`src/rtl/tlb_perm_pkg.sv`:
```
package tlb_perm_pkg;

  localparam int PLV_W      = 2;
  localparam int PAGE_SHIFT = 12;
  localparam int CODE_W     = 3;
  localparam int PERM_W     = 3;

  typedef enum logic [CODE_W-1:0] {
    RES_MATCH   = 3'd0,
    RES_INVALID = 3'd1,
    RES_NOEXEC  = 3'd2,
    RES_NOREAD  = 3'd3,
    RES_PRIV    = 3'd4,
    RES_DIRTY   = 3'd5
  } result_e;

  typedef enum logic [1:0] {
    ACC_FETCH = 2'd0,
    ACC_LOAD  = 2'd1,
    ACC_STORE = 2'd2,
    ACC_OTHER = 2'd3
  } access_e;

  // Attributes of one half after mode masking
  typedef struct packed {
    logic             v;
    logic             d;
    logic             nx;
    logic             nr;
    logic             rplv;
    logic [PLV_W-1:0] plv;
  } half_attr_t;

endpackage

```
`src/rtl/tlb_perm_half_sel.sv`:
```
module tlb_perm_half_sel
  import tlb_perm_pkg::*;
#(
  parameter int VA_W  = 48,
  parameter int PPN_W = 36,
  parameter int PS_W  = 6
) (
  input  logic [VA_W-1:0]  vaddr,
  input  logic             wide,
  input  logic             fa_entry,
  input  logic [PS_W-1:0]  entry_ps,
  input  logic [PS_W-1:0]  global_ps,
  input  logic [1:0]       v,
  input  logic [1:0]       d,
  input  logic [1:0]       nx,
  input  logic [1:0]       nr,
  input  logic [1:0]       rplv,
  input  logic [PLV_W-1:0] eplv_even,
  input  logic [PLV_W-1:0] eplv_odd,
  input  logic [PPN_W-1:0] ppn_even,
  input  logic [PPN_W-1:0] ppn_odd,
  output logic [PS_W-1:0]  page_size,
  output logic             odd_sel,
  output half_attr_t       sel_attr,
  output logic [PPN_W-1:0] sel_ppn
);

  localparam int HALVES = 2;

  // Address bit at the page-size position picks the half
  function automatic logic pick_half(input logic [VA_W-1:0] va,
                                     input logic [PS_W-1:0] ps);
    logic [VA_W-1:0] shifted;
    shifted = va >> ps;
    return shifted[0];
  endfunction

  half_attr_t             attr_h [HALVES];
  logic [PLV_W-1:0]       plv_h  [HALVES];
  logic [PPN_W-1:0]       ppn_h  [HALVES];

  assign plv_h[0] = eplv_even;
  assign plv_h[1] = eplv_odd;
  assign ppn_h[0] = ppn_even;
  assign ppn_h[1] = ppn_odd;

  for (genvar g = 0; g < HALVES; g++) begin : g_half
    // 32-bit mode forces the 64-bit-only attributes to zero
    assign attr_h[g].v    = v[g];
    assign attr_h[g].d    = d[g];
    assign attr_h[g].nx   = wide & nx[g];
    assign attr_h[g].nr   = wide & nr[g];
    assign attr_h[g].rplv = wide & rplv[g];
    assign attr_h[g].plv  = plv_h[g];
  end

  assign page_size = fa_entry ? entry_ps : global_ps;
  assign odd_sel   = pick_half(vaddr, page_size);
  assign sel_attr  = odd_sel ? attr_h[1] : attr_h[0];
  assign sel_ppn   = odd_sel ? ppn_h[1]  : ppn_h[0];

endmodule

```
`src/rtl/tlb_perm_rights.sv`:
```
module tlb_perm_rights
  import tlb_perm_pkg::*;
(
  input  half_attr_t       attr,
  input  access_e          access,
  input  logic [PLV_W-1:0] cur_plv,
  output logic             priv_fault,
  output result_e          code
);

  // Default mode: caller may not be less privileged (higher number)
  // Restricted mode: caller level must equal the page level
  function automatic logic priv_violates(input logic [PLV_W-1:0] cur,
                                         input logic [PLV_W-1:0] ent,
                                         input logic             restricted);
    if (restricted) return cur != ent;
    return cur > ent;
  endfunction

  logic fetch_blocked;
  logic load_blocked;
  logic store_blocked;

  assign priv_fault    = priv_violates(cur_plv, attr.plv, attr.rplv);
  assign fetch_blocked = (access == ACC_FETCH) && attr.nx;
  assign load_blocked  = (access == ACC_LOAD)  && attr.nr;
  assign store_blocked = (access == ACC_STORE) && !attr.d;

  // Fixed priority: first failing check wins
  always_comb begin
    if (!attr.v)            code = RES_INVALID;
    else if (fetch_blocked) code = RES_NOEXEC;
    else if (load_blocked)  code = RES_NOREAD;
    else if (priv_fault)    code = RES_PRIV;
    else if (store_blocked) code = RES_DIRTY;
    else                    code = RES_MATCH;
  end

endmodule

```
`src/rtl/tlb_perm_xlate.sv`:
```
module tlb_perm_xlate
  import tlb_perm_pkg::*;
#(
  parameter int VA_W = 48,
  parameter int PA_W = 48,
  parameter int PS_W = 6
) (
  input  logic [VA_W-1:0]         vaddr,
  input  logic [PA_W-PAGE_SHIFT-1:0] ppn,
  input  logic [PS_W-1:0]         page_size,
  input  logic                    dirty,
  input  logic                    nx,
  output logic [PA_W-1:0]         paddr,
  output logic [PERM_W-1:0]       perm
);

  localparam int PPN_W = PA_W - PAGE_SHIFT;
  localparam int WW    = (VA_W > PA_W) ? VA_W : PA_W;

  // Drop page-number bits that fall inside the page offset
  function automatic logic [PPN_W-1:0] clear_sw_bits(input logic [PPN_W-1:0] p,
                                                    input logic [PS_W-1:0]  ps);
    int              cnt;
    logic [PPN_W-1:0] keep;
    cnt  = (int'(ps) > PAGE_SHIFT) ? int'(ps) - PAGE_SHIFT : 0;
    keep = '1;
    keep = keep << cnt;
    return p & keep;
  endfunction

  // Keep only the in-page offset of the virtual address
  function automatic logic [VA_W-1:0] page_offset(input logic [VA_W-1:0] va,
                                                  input logic [PS_W-1:0] ps);
    logic [VA_W-1:0] hi;
    hi = '1;
    hi = hi << ps;
    return va & ~hi;
  endfunction

  logic [PPN_W-1:0] ppn_clean;
  logic [WW-1:0]    offset_ext;

  assign ppn_clean  = clear_sw_bits(ppn, page_size);
  assign offset_ext = WW'(page_offset(vaddr, page_size));
  assign paddr      = {ppn_clean, {PAGE_SHIFT{1'b0}}} | offset_ext[PA_W-1:0];
  assign perm       = {~nx, dirty, 1'b1};

endmodule

```
`src/rtl/tlb_perm_check.sv`:
```
module tlb_perm_check
  import tlb_perm_pkg::*;
#(
  parameter int VA_W = 48,
  parameter int PA_W = 48,
  parameter int PS_W = 6
) (
  input  logic                       clk,
  input  logic                       rst,
  input  logic                       in_valid,
  input  logic [VA_W-1:0]            in_vaddr,
  input  logic [1:0]                 in_access,
  input  logic [1:0]                 in_plv,
  input  logic                       in_wide,
  input  logic                       in_fa_entry,
  input  logic [PS_W-1:0]            in_entry_ps,
  input  logic [PS_W-1:0]            in_global_ps,
  input  logic [1:0]                 in_v,
  input  logic [1:0]                 in_d,
  input  logic [1:0]                 in_nx,
  input  logic [1:0]                 in_nr,
  input  logic [1:0]                 in_rplv,
  input  logic [1:0]                 in_eplv_even,
  input  logic [1:0]                 in_eplv_odd,
  input  logic [PA_W-PAGE_SHIFT-1:0] in_ppn_even,
  input  logic [PA_W-PAGE_SHIFT-1:0] in_ppn_odd,
  output logic                       out_valid,
  output logic [CODE_W-1:0]          out_code,
  output logic [PA_W-1:0]            out_paddr,
  output logic [PERM_W-1:0]          out_perm
);

  localparam int PPN_W = PA_W - PAGE_SHIFT;

  // Named internal events
  logic [PS_W-1:0]  page_size;
  logic             odd_sel;
  half_attr_t       sel_attr;
  logic [PPN_W-1:0] sel_ppn;
  logic             priv_fault;
  result_e          code_c;
  logic [PA_W-1:0]  paddr_c;
  logic [PERM_W-1:0] perm_c;
  logic             is_match;

  tlb_perm_half_sel #(.VA_W(VA_W), .PPN_W(PPN_W), .PS_W(PS_W)) u_half (
    .vaddr     (in_vaddr),
    .wide      (in_wide),
    .fa_entry  (in_fa_entry),
    .entry_ps  (in_entry_ps),
    .global_ps (in_global_ps),
    .v         (in_v),
    .d         (in_d),
    .nx        (in_nx),
    .nr        (in_nr),
    .rplv      (in_rplv),
    .eplv_even (in_eplv_even),
    .eplv_odd  (in_eplv_odd),
    .ppn_even  (in_ppn_even),
    .ppn_odd   (in_ppn_odd),
    .page_size (page_size),
    .odd_sel   (odd_sel),
    .sel_attr  (sel_attr),
    .sel_ppn   (sel_ppn)
  );

  tlb_perm_rights u_rights (
    .attr       (sel_attr),
    .access     (access_e'(in_access)),
    .cur_plv    (in_plv),
    .priv_fault (priv_fault),
    .code       (code_c)
  );

  tlb_perm_xlate #(.VA_W(VA_W), .PA_W(PA_W), .PS_W(PS_W)) u_xlate (
    .vaddr     (in_vaddr),
    .ppn       (sel_ppn),
    .page_size (page_size),
    .dirty     (sel_attr.d),
    .nx        (sel_attr.nx),
    .paddr     (paddr_c),
    .perm      (perm_c)
  );

  assign is_match = (code_c == RES_MATCH);

  // Single register stage
  always_ff @(posedge clk) begin
    if (rst) begin
      out_valid <= 1'b0;
      out_code  <= '0;
      out_paddr <= '0;
      out_perm  <= '0;
    end else begin
      out_valid <= in_valid;
      if (in_valid) begin
        out_code  <= code_c;
        out_paddr <= is_match ? paddr_c : '0;
        out_perm  <= is_match ? perm_c  : '0;
      end
    end
  end

  // result strobe tracks request strobe one clock later
  p_valid_follow_r8: assert property (@(posedge clk) disable iff (rst)
    in_valid |=> out_valid);
  p_idle_follow_r8: assert property (@(posedge clk) disable iff (rst)
    !in_valid |=> !out_valid);

  // an invalid selected half always reports code 1
  p_invalid_first_r3: assert property (@(posedge clk) disable iff (rst)
    (in_valid && !sel_attr.v) |=> (out_code == RES_INVALID));

  // a privilege fault with no earlier fault reports code 4
  p_priv_code_r4: assert property (@(posedge clk) disable iff (rst)
    (in_valid && sel_attr.v && !sel_attr.nx && !sel_attr.nr && priv_fault)
      |=> (out_code == RES_PRIV));

  // narrow mode never produces inhibit faults
  p_narrow_no_inhibit_r5: assert property (@(posedge clk) disable iff (rst)
    (in_valid && !in_wide) |=> (out_code != RES_NOEXEC && out_code != RES_NOREAD));

  // read always granted on a match, write follows dirty
  p_read_always_r7: assert property (@(posedge clk) disable iff (rst)
    (out_valid && out_code == RES_MATCH) |-> out_perm[0]);
  p_write_dirty_r7: assert property (@(posedge clk) disable iff (rst)
    (in_valid && is_match) |=> (out_perm[1] == $past(sel_attr.d)));

  // faults carry no address and no permission
  p_fault_clear_r9: assert property (@(posedge clk) disable iff (rst)
    (out_valid && out_code != RES_MATCH) |-> (out_paddr == '0 && out_perm == '0));

endmodule

```
`config.mk`:
```
export PLATFORM = sky130hd
export DESIGN_NAME = tlb_perm_check
export DESIGN_NICKNAME = d
export VERILOG_FILES = /design/src/rtl/tlb_perm_pkg.sv /design/src/rtl/tlb_perm_half_sel.sv /design/src/rtl/tlb_perm_rights.sv /design/src/rtl/tlb_perm_xlate.sv /design/src/rtl/tlb_perm_check.sv
export SDC_FILE = /design/constraint.sdc
export NUM_CORES = 1
export LEC_CHECK = 0
export BUFFER_PORTS_ARGS = -buffer_cell sky130_fd_sc_hd__buf_4
export CAP_MARGIN = 20
export CORE_ASPECT_RATIO = 0.5
export CORE_UTILIZATION = 35
export DETAILED_ROUTE_END_ITERATION = 10
export PLACE_DENSITY = 0.6
export SLEW_MARGIN = 20
export SYNTH_ARGS = -nofsm -noshare
export SYNTH_HDL_FRONTEND = slang
export SYNTH_SLANG_ARGS = --single-unit
```
`constraint.sdc`:
```
create_clock -name clk -period 14.45 [get_ports clk]
set_input_delay 3.6125 -clock clk [delete_from_list [all_inputs] [get_ports clk]]
set_output_delay 3.6125 -clock clk [all_outputs]
set_load 0.01 [all_outputs]
```
Word-level counts from Yosys, hierarchy flattened

Cells that the tools add are included.

Add/subtract/negate cells: 1
$mul: 0
Divide/modulo/power cells: 0
Order comparisons: 2
Equality and inequality tests: 3
Shifts and indexed selects: 3
Muxes and demuxes: 14
Bitwise operators: 11
Reduce and logical (&&, ||, !) cells: 6

Operator list:

| kind                   | number |
|---|---|
| $and 48x48->48         | 1 |
| $mux 48                | 1 |
| $not 48->48            | 1 |
| $or 48x48->48          | 1 |
| $shl 48x6->48 const A  | 1 |
| $shr 48x6->1           | 1 |
| $and 36x36->36         | 1 |
| $mux 36                | 1 |
| $shl 36x32->36 const A | 1 |
| $mux 32                | 1 |
| $mux 3                 | 6 |
| $mux 7                 | 1 |
| $sub 6x4->7 const B    | 1 |
| $and 1x1->1            | 6 |
| $gt 6x4->1 const B     | 1 |
| $mux 6                 | 1 |
| $logic_and 1x1->1      | 3 |
| $logic_not 3->1        | 1 |
| $mux 1                 | 3 |
| $eq 2x1->1 const B     | 1 |
| $eq 2x2->1 const B     | 1 |
| $gt 2x2->1             | 1 |
| $logic_not 2->1        | 1 |
| $ne 2x2->1             | 1 |
| other kinds (2)        | 2 |

Register bits after elaboration: 55
Bits in latches: 0
RAM bits: 0
Bits in read-only memories: 0
Input bits: 155
Output and inout bits: 55
Logic and storage cells: 44
Memories: 0

Logic depth before layout (Yosys ltp)

Depth in word-level cells: 12
Depth in mapped cells: 21
Depth with buffers taken out: 14

Modules after synthesis

A second synthesis with hierarchy kept.

Cell total of the unflattened synthesis: 556
Area total of the unflattened synthesis: 4840.9 um2

Modules (own cells, without submodules):

| module            | instances | cells an instance | area each (um2) | seq. area each (um2) |
|---|---|---|---|---|
| tlb_perm_check    | 1         | 188               | 2157.1          | 1101.1 |
| tlb_perm_xlate    | 1         | 245               | 1460.2          | 0.0 |
| tlb_perm_half_sel | 1         | 104               | 1089.8          | 0.0 |
| tlb_perm_rights   | 1         | 19                | 133.9           | 0.0 |

Worst setup path before layout

OpenSTA, ideal clock, no wires.

Path type: input -> register
Start: input in_entry_ps[1]
End: register out_paddr[32]
Setup time: 0.141 ns
Arrival time: 7.240 ns
Required time: 14.309 ns
Path slack: 7.069 ns
Stages on the path: 17
Path buffers: 5
Path through: clkbuf_1 nor2b_1 a22oi_1 a21oi_1 o311a_1 a311oi_1 a31o_1 buf_2 buf_2 mux2_2 ha_1 nand2_1 o21ai_0 nand2b_1 clkbuf_1 clkbuf_1 o31ai_2

Cells in the longest elaborated chain, start to end: 12
Elaborated cells on any way between the ends: 29
Classes of those cells: add/sub (1); order compare (2); eq/ne (1); shift (3); mux (13); bitwise (4); reduce/logical (5)

Ends and longest elaborated chain:

| what                                                 | RTL line                                     | source |
|---|---|---|
| from (decl)                                          | tlb_perm_check.sv:16                         | `input logic [PS_W-1:0] in_entry_ps,` |
| $mux 6 (*)                                           | tlb_perm_half_sel.sv:57                      | `assign page_size = fa_entry ? entry_ps : global_ps;` |
| $shr 48x6->1                                         | tlb_perm_half_sel.sv:34                      | `shifted = va >> ps;` |
| $mux 7                                               | tlb_perm_half_sel.sv:59                      | `assign sel_attr = odd_sel ? attr_h[1] : attr_h[0];` |
| $ne 2x2->1 / $logic_not 1->1 (equally long branches) | tlb_perm_rights.sv:16, tlb_perm_rights.sv:27 |  |
| $mux 1 / $logic_and 1x1->1 (equally long branches)   | tlb_perm_rights.sv:16, tlb_perm_rights.sv:27 |  |
| $mux 1 / $mux 3 (equally long branches)              | tlb_perm_rights.sv:17, tlb_perm_rights.sv:35 |  |
| $mux 3                                               | tlb_perm_rights.sv:34                        | `else if (priv_fault) code = RES_PRIV;` |
| $mux 3                                               | tlb_perm_rights.sv:33                        | `else if (load_blocked) code = RES_NOREAD;` |
| $mux 3                                               | tlb_perm_rights.sv:32                        | `else if (fetch_blocked) code = RES_NOEXEC;` |
| $mux 3                                               | tlb_perm_rights.sv:31                        | `if (!attr.v) code = RES_INVALID;` |
| $logic_not 3->1                                      | tlb_perm_check.sv:85                         | `assign is_match = (code_c == RES_MATCH);` |
| $mux 48 (*)                                          | tlb_perm_check.sv:98                         | `out_paddr <= is_match ? paddr_c : '0;` |
| to (signal assigned)                                 | tlb_perm_check.sv:98                         |  |
| to (decl)                                            | tlb_perm_check.sv:29                         | `output logic [PA_W-1:0] out_paddr,` |

Mark *: on every way between the ends. The rest lies on a longest branch, timed or not. The select of a mux whose other input is x is not followed.
A chain may end at the register's enable or synchronous reset.

Worst setup path after layout

Start: input in_fa_entry
End: register out_perm[0]

Cells in the longest elaborated chain, start to end: 12
Elaborated cells on any way between the ends: 19
Classes of those cells: order compare (1); eq/ne (1); shift (1); mux (11); reduce/logical (5)

Ends and longest elaborated chain:

| what                                                 | RTL line                                     | source |
|---|---|---|
| from (decl)                                          | tlb_perm_check.sv:15                         | `input logic in_fa_entry,` |
| $mux 6 (*)                                           | tlb_perm_half_sel.sv:57                      |  |
| $shr 48x6->1 (*)                                     | tlb_perm_half_sel.sv:34                      |  |
| $mux 7 (*)                                           | tlb_perm_half_sel.sv:59                      |  |
| $ne 2x2->1 / $logic_not 1->1 (equally long branches) | tlb_perm_rights.sv:16, tlb_perm_rights.sv:27 |  |
| $mux 1 / $logic_and 1x1->1 (equally long branches)   | tlb_perm_rights.sv:16, tlb_perm_rights.sv:27 |  |
| $mux 1 / $mux 3 (equally long branches)              | tlb_perm_rights.sv:17, tlb_perm_rights.sv:35 |  |
| $mux 3                                               | tlb_perm_rights.sv:34                        |  |
| $mux 3                                               | tlb_perm_rights.sv:33                        |  |
| $mux 3                                               | tlb_perm_rights.sv:32                        |  |
| $mux 3 (*)                                           | tlb_perm_rights.sv:31                        |  |
| $logic_not 3->1 (*)                                  | tlb_perm_check.sv:85                         |  |
| $mux 3 (*)                                           | tlb_perm_check.sv:99                         | `out_perm <= is_match ? perm_c : '0;` |
| to (signal assigned)                                 | tlb_perm_check.sv:99                         |  |
| to (decl)                                            | tlb_perm_check.sv:30                         | `output logic [PERM_W-1:0] out_perm` |

Marks and branches as above.

==> results.md <==
- Status: finished clean
- Seq/Total Area, Yosys: 0.203
- CP Launch Type: input pin
- Mapped cell area: 5430 um2
- Worst reg2reg startpoint: out_code[2]
- Setup ws final: 6.09 ns
- Data required time of the worst path: 14.61 ns
- Crit-path most repeated cell: buf_4
- Max-cap violations: 0
- CP Data Arrival Time: 8.52 ns
- Worst Hold Class: reg2reg
- Die width: 178 um
- Ys flop type: dfxtp_1
- Max VDD drop: 0.0507 mV
- Via count: 6759
- # setup viols final: 0
- Largest stage delay on the critical path: 0.73 ns
- Vias in the first global route: 6252
- Power Density: 80.6 nW/um2
- Global placement routability congestion: 0.947
- Critical Path, Cell by Cell: buf_4, mux2i_4, inv_1, o32a_1, o32ai_4, buf_4, a31o_1, mux2_2, ha_1, nand2_1, o21ai_0, nand2b_2, buf_4, o21ai_0
- Netlist cell types: 75
- RSZ-0062 raised after global routing: no
- FF-to-FF setup slack: 13.77 ns
- Total Nets Final: 1018
- Tmin final: 8.36 ns
- Post-DP Area: 7030 um2
- Synth Net Count: 858
- Top post-synthesis cells by area: dfxtp_1 20%, a311oi_1 9.5%, nand2_1 8.1%
- Antenna Cells: 0
- Post-CTS Hold Buffers: 0
- Slew HR: 0.204
- WL per Instance: 24.1 um
- Die ar.: 16100 um2
- Design internal power: 345 uW
- Hold path start: out_perm[0]
- Worst skew pair latency: 0.31 ns
- Logic gate share of total power: 0.467
- List of most frequent post-synthesis cells: 117 x nand2_1, 59 x a311oi_1, 55 x dfxtp_1, 39 x nor2_1, 32 x o31ai_2
- Psw: 239 uW
- First-pass GRT wire length: 37.7 mm
- Post-CTS setup buffers: 0
- CP max stage cell: mux2i_4
- Share of cells above drive strength 1: 0.347
- Initial Utilization: 0.367
- CTS tree: done
- Core area: 14800 um2
- Switching Share: 0.409
- Clock power frac: 0.254
- Clock root cell: clkbuf_16
- DP HPWL: 19.7 mm
- Die height: 90.1 um
- Lkg Pwr: 0.00300 uW
- Worst-Margin Slew: 1.19 ns
- Port buffer count: 209
- EDFF count, synth: 0
- Fin crit share: 0.578
- Via-to-Cell Ratio: 6.39
- Post-DRT Antenna Nets: 0
- Clock-pin slew on the worst setup and hold paths: 0.07 ns
- Starting DRT DRC Count: 643
- Syn_area_per_cell: 7.78 um2
- Initial antenna violation count: 0
- Critical path endpoint category: flop
- Share of the synthesized area in the top cell type: 0.203
- Crit path kind: in2reg
- Std-Cell Rows: 31
- Syn Inst Count: 698
- Num CTS Buffers: 5
- Pin count of the biggest net entering global routing: 52
- DR pass1 iterations: 5
- Ys async rst share: 0
- Reg power frac: 0.279
- All-Layer GR Usage: 0.309
- # IOs: 210
- Design area: 7240 um2
- Setup TNS: 0 ns
- Fin. Hold Viols: 0
- FF+latch count, synth: 55
- Clock Skews: 0 ns
- Clock sink count: 55
- DRT Wirelength: 25.5 mm
- Leading area contributor after synthesis: dfxtp_1
- Cts repair resizes: 0
- Crit path max fanout: 43
- Max Slew Vio Count: 0
- Hold WS: 0.461 ns
- Total grt overflow: 0
- Synth Warn #: 0
- Area growth from synthesis to layout: 33.3%
- Drc violations: 0
- Post-placement worst setup slack: 5.87 ns
- Clk buf depth: 2
- H-tree depth: 2
- Most frequent cell after synthesis: nand2_1
- Setup crit start: in_fa_entry
- F_max: 0.120 GHz
[cells by family after synthesis]
group,Yosys count,share of synthesized area
AO/OA/AOI/OAI,290,0.442
XOR/XNOR,1,0.00161
adder cells (fa/ha/maj),5,0.0115
buffers and inverters,81,0.0760
flip-flops,55,0.203
multiplexers,20,0.0523
AND/OR/NAND/NOR,246,0.214
[layout make-up]
cell class,instances,area (um2)
fillers,1523,7570
clock buffers,5,125
flip-flops and latches,55,1100
clock inverters,3,55.1
inverters,12,45.0
repair buffers,222,1690
well taps,198,248
multi-input cells,562,3970
[routing by layer]
layer | vias to the layer above | track usage | wire, um
met5 | - | 0 | 0
met4 | 0 | 0.0621 | 370
met1 | 3283 | 0.460 | 11500
met2 | 393 | 0.434 | 10600
met3 | 27 | 0.0859 | 2940
li1 | 3056 | - | -
[path summary, 6_finish.rpt]
check / cells past startpoint / endpoint
max: 14 / out_perm[0]
min: 2 / out_perm[0]
max reg2reg: 2 / out_code[2]
min reg2reg: 2 / out_perm[0]
[layout by cell type, fill, tap and decap left out, drive strengths merged, types with 14 or more instances in the layout]
cell type / n
buf: 222
o21ai: 28
dfxtp: 55
a31oi: 15
and3: 16
o31ai: 52
a311oi: 59
a21oi: 27
o211ai: 17
nand2: 117
nand2b: 14
nor2: 40
[sequential cells by signal (all words and copies together), names as in the netlist]
signal     cells
out_paddr     48
out_code       3
out_valid      1
out_perm       3
[power groups by stage]
stage	registers [uW]	logic (uW)	clock network (uW)
4_1_cts	163	265	151
6_report	163	273	148
3_5_place_dp	166	265	0
3_3_place_gp	166	262	0
5_1_grt	164	290	158
2_1_floorplan	169	160	0
[critical path, delay by kind of cell]
family | cells | cell delay, ns
buf+inv | 4 | 1.76
compound gates | 5 | 1.20
simple gates | 2 | 0.52
fa+ha+maj | 1 | 0.27
mux | 2 | 1.08
[through the flow]
| stage | power [uW] | std cells | util |
|---|---|---|---|
| 2_1_floorplan | 329 | 698 | - |
| 3_3_place_gp | 428 | 1047 | 0.474 |
| 3_5_place_dp | 431 | 1048 | 0.475 |
| 4_1_cts | 580 | 1056 | 0.487 |
| 5_1_grt | 612 | 1057 | 0.489 |
| 6_report | 584 | 1057 | 0.489 |
No activity file was read; power rests on OpenSTA's default activity.
